File: config.mk
export PLATFORM = sky130hd
export DESIGN_NAME = xbar_route_top
export DESIGN_NICKNAME = d
export VERILOG_FILES = /design/src/rtl/xbar_pkg.sv /design/src/rtl/xbar_ctrl.sv /design/src/rtl/xbar_path.sv /design/src/rtl/xbar_route_top.sv
export SDC_FILE = /design/constraint.sdc
export NUM_CORES = 1
export LEC_CHECK = 0
export CORE_MARGIN = 4
export CORE_UTILIZATION = 37
export CTS_CLUSTER_DIAMETER = 100
export DETAILED_ROUTE_END_ITERATION = 8
export PLACE_DENSITY = 0.81
export SLEW_MARGIN = 20
export SYNTH_ARGS = -nofsm -noshare
export SYNTH_HDL_FRONTEND = slang
export SYNTH_HIERARCHICAL = 1
export SYNTH_SLANG_ARGS = --single-unit
export TNS_END_PERCENT = 100
File: constraint.sdc
create_clock -name clk -period 1.55 [get_ports clk]
set_clock_uncertainty 0.2 [all_clocks]
set_input_delay 0.2325 -clock clk [delete_from_list [all_inputs] [get_ports clk]]
set_output_delay 0.2325 -clock clk [all_outputs]
set_load 0.005 [all_outputs]
File: src/rtl/xbar_pkg.sv
package xbar_pkg;
  parameter int XB_IN  = 4;
  parameter int XB_OUT = 4;
  localparam int SEL_W = $clog2(XB_IN);
  localparam int CFG_W = XB_OUT * SEL_W;

  typedef logic [SEL_W-1:0] sel_t;

  // strobes from control to datapath
  typedef struct packed {
    sel_t [XB_OUT-1:0] route;
    logic [XB_OUT-1:0] drvOn;
    logic [XB_IN-1:0]  rxOn;
  } xbar_ctrl_t;
endpackage

File: src/rtl/xbar_ctrl.sv
module xbar_ctrl
  import xbar_pkg::*;
(
  input  logic              clk,
  input  logic              rstN,
  input  logic              busMode,
  input  logic              pinPowerUp,
  input  logic              softPowerUp,
  input  logic              monEnable,
  input  logic [CFG_W-1:0]  pinSel,
  input  logic [CFG_W-1:0]  cfgSel,
  input  logic [XB_OUT-1:0] outEnable,
  output xbar_ctrl_t        ctrlQ
);
  sel_t [XB_OUT-1:0] routeNext;
  logic [XB_IN-1:0]  usedIn;
  logic [XB_OUT-1:0] allowOut;
  logic              poweredUp;
  logic              monitorOn;
  xbar_ctrl_t        ctrlNext;

  // pick the route source by mode
  always_comb begin
    for (int n = 0; n < XB_OUT; n++) begin
      routeNext[n] = busMode ? cfgSel[n*SEL_W +: SEL_W] : pinSel[n*SEL_W +: SEL_W];
    end
  end

  // an input is in use if any output points at it
  for (genvar gi = 0; gi < XB_IN; gi++) begin : g_used
    always_comb begin
      usedIn[gi] = 1'b0;
      for (int n = 0; n < XB_OUT; n++) begin
        if (routeNext[n] == sel_t'(gi)) usedIn[gi] = 1'b1;
      end
    end
  end

  // global power and per-lane enables
  always_comb begin
    poweredUp = busMode ? (pinPowerUp | softPowerUp) : pinPowerUp;
    monitorOn = busMode & monEnable;
    allowOut  = busMode ? outEnable : {XB_OUT{1'b1}};

    ctrlNext.route = routeNext;
    ctrlNext.drvOn = poweredUp ? allowOut : '0;
    ctrlNext.rxOn  = poweredUp ? (usedIn | {XB_IN{monitorOn}}) : {XB_IN{monitorOn}};
  end

  always_ff @(posedge clk or negedge rstN) begin
    if (!rstN) ctrlQ <= '0;
    else       ctrlQ <= ctrlNext;
  end
endmodule

File: src/rtl/xbar_path.sv
module xbar_path
  import xbar_pkg::*;
(
  input  xbar_ctrl_t        ctrl,
  input  logic [XB_IN-1:0]  laneIn,
  input  logic [XB_IN-1:0]  sigValid,
  output logic [XB_OUT-1:0] laneOut,
  output logic [XB_IN-1:0]  sigStatus
);
  for (genvar go = 0; go < XB_OUT; go++) begin : g_mux
    assign laneOut[go] = ctrl.drvOn[go] & laneIn[ctrl.route[go]];
  end

  assign sigStatus = sigValid & ctrl.rxOn;
endmodule

File: src/rtl/xbar_route_top.sv
module xbar_route_top
  import xbar_pkg::*;
(
  input  logic              clk,
  input  logic              rstN,
  input  logic              busMode,
  input  logic              pinPowerUp,
  input  logic [CFG_W-1:0]  pinSel,
  input  logic [CFG_W-1:0]  cfgSel,
  input  logic [XB_OUT-1:0] outEnable,
  input  logic              monEnable,
  input  logic              softPowerUp,
  input  logic [XB_IN-1:0]  laneIn,
  input  logic [XB_IN-1:0]  sigValid,
  output logic [XB_OUT-1:0] laneOut,
  output logic [XB_OUT-1:0] drvEn,
  output logic [XB_IN-1:0]  rxEn,
  output logic [XB_IN-1:0]  sigStatus
);
  xbar_ctrl_t ctrlQ;

  xbar_ctrl u_ctrl (
    .clk        (clk),
    .rstN       (rstN),
    .busMode    (busMode),
    .pinPowerUp (pinPowerUp),
    .softPowerUp(softPowerUp),
    .monEnable  (monEnable),
    .pinSel     (pinSel),
    .cfgSel     (cfgSel),
    .outEnable  (outEnable),
    .ctrlQ      (ctrlQ)
  );

  xbar_path u_path (
    .ctrl     (ctrlQ),
    .laneIn   (laneIn),
    .sigValid (sigValid),
    .laneOut  (laneOut),
    .sigStatus(sigStatus)
  );

  assign drvEn = ctrlQ.drvOn;
  assign rxEn  = ctrlQ.rxOn;
endmodule

==> metrics <==
RD Place Congestion 0.898; Clock Path Buffers 2; Synth-to-Final Area Change 78.4%; Max VDD drop 0.000389 V; number of synthesized register bits 16; die width 57.0 microns; final antenna-violating net count 0; H-tree depth 1; Synth area leader dfrtp_1; Post-synth EDFFs 0; Die Height 57.0 microns; fillers 199; Synthesis Warnings 6; vias in the first global route 938; Seq/Total Area, Yosys 45.1%; Total GRT Usage 16.9%; crit path DAT 1.42 ns; Residual DRC 0; top-count cell post-synth dfrtp_1; max_cap viols 0; Syn Area/Cell 9.54 sq um; Slew Viols, Final 0; Critical Path RT 1.12 ns; WS Path Type reg2out; Final Hold Fails 0; clk slew on worst S/H paths 0.09 ns; IO Port Bufs 49; Post-synth top cells dfrtp_1 (16), inv_1 (15), o21ai_1 (10), o22ai_1 (10); die area 3250 sq um; I/O pin count 50; post-synthesis async set-or-reset flop share 100%; # hold bufs at CTS 0; Setup violations, final 4; startpoint types flip-flop; critical path endpoint category output port; top-area cell type share of the netlist area 45.1%; most flop-heavy register u_ctrl/ctrlQ; drt total wl 2.84 mm; core area 2250 sq um; # nets final 201; fin crit share 119%; Largest regs u_ctrl/ctrlQ (16); RSZ-0062 raised after global routing true; filler-free cell count of the finished design 194; Initial Util 39.3%; clock root buffer clkbuf_4; Slew HR 72.5%; Critical Path Start u_ctrl/ctrlQ[8]$_DFF_PN0_; total gr overflow 0; initial drt markers 29; Largest register FFs 16; Syn Std Cell Area 887 sq um; Clock Sinks 16; PwrDens 684 nW/um^2; layout cells sized above 1 22.9%; global-route wire length before repair 4.27 mm; violated checks negative setup slack; worst min-delay path category in2async; routed vias/inst 5.12; Crit Path Max Fanout 1; Cells after DPL 187; CTS tree built; LEAKAGE 0.762 nW; DR WL/cell 14.6 microns; routed via count 993; outcome complete, but fails checks; Place WS -0.686 ns; Antenna Cells 0; Mapped Cells 93; largest net degree at the start of global routing 17; measured slew at the worst slew-check pin 0.413 ns; CTS Buf Count 3; syn_nets 127; Rows 17; ys flop type dfrtp_1; drt first pass iters 5; Final WS setup -0.299 ns; Post-DP HPWL 2.39 mm; top cells by area, synth dfrtp_1 (45%), mux4_2 (10%), o22ai_1 (7.1%); Peak Freq 541 MHz; initial antenna violation count 0; Final min period 1.85 ns; Unique masters post-synth 16
[cells by family (layout without fill, tap and decap cells)]
group | Yosys count | in the layout | share of synthesized area [%]
AND/OR/NAND/NOR | 19 | 19 | 10.9
AO/OA/AOI/OAI | 36 | 36 | 26.0
flip-flops | 16 | 16 | 45.1
multiplexers | 4 | 4 | 10.2
buffers and inverters | 18 | 91 | 7.90
[layer usage]
metal | vias to the layer above | routed length, microns | global-route usage [%]
met4 | 0 | 36 | 5.96
met1 | 454 | 1090 | 19.3
met2 | 48 | 1520 | 31.5
met5 | - | 0 | 0
met3 | 4 | 194 | 2.71
li1 | 487 | - | -
[power by group]
group | switching, mW | internal (mW)
sequential | 0.0161 | 0.452
combinational | 0.134 | 0.214
clock | 0.124 | 0.143
[how the worst max path moves through the flow]
stage          slack [ns]         end  cells past startpoint
2_1_floorplan        0.15  laneOut[0]                      2
3_3_place_gp        -0.62  laneOut[0]                      4
3_5_place_dp        -0.69  laneOut[0]                      4
4_1_cts             -0.31  laneOut[0]                      3
5_1_grt             -0.35  laneOut[0]                      3
6_report            -0.30  laneOut[0]                      3
[stage by stage]
step,hold WS (ns),cell area (sq um),TNS [ns],total power [mW],utilization [%]
2_1_floorplan,-0.263,887,0,0.587,-
3_3_place_gp,0.363,1550,-3.45,0.822,68.5
3_5_place_dp,0.364,1550,-3.83,0.838,68.5
4_1_cts,0.0553,1580,-1.14,1.09,70.1
5_1_grt,0.0654,1580,-1.31,1.14,70.2
6_report,0.0533,1580,-1.10,1.08,70.2
[area by class of cell]
type / count / area (sq um) / share of cell area, %
timing repair buffer: 71 / 629 / 39.8
multi-input combinational: 59 / 422 / 26.6
sequential: 16 / 400 / 25.3
inverter: 16 / 60.1 / 3.79
clock buffer: 4 / 36.3 / 2.29
tap: 28 / 35.0 / 2.21
[placed cells by master, fill, tap and decap left out, types with 3 or more instances in the layout]
cell	n
inv_1	15
buf_4	22
dfrtp_1	16
o21ai_1	10
a21oi_1	7
a221oi_1	4
and2_1	6
o22ai_1	10
clkdlybuf4s50_1	29
clkbuf_4	3
mux4_2	4
nand2_1	8
dlygate4sd2_1	15
[worst max-delay path, stage by stage (launching register included)]
cell	delay, ns
dfrtp_1	0.37
mux4_2	0.51
and2_4	0.16
buf_6	0.11
[repair_timing]
item	in CTS	in global routing
gates resized for setup	36	1
cloned	0	0
endpoints found under the setup margin	16	5
pin swaps	4	0
buffers inserted	3	0
hold endpoints to repair	0	0
No activity file was read; power rests on OpenSTA's default activity.
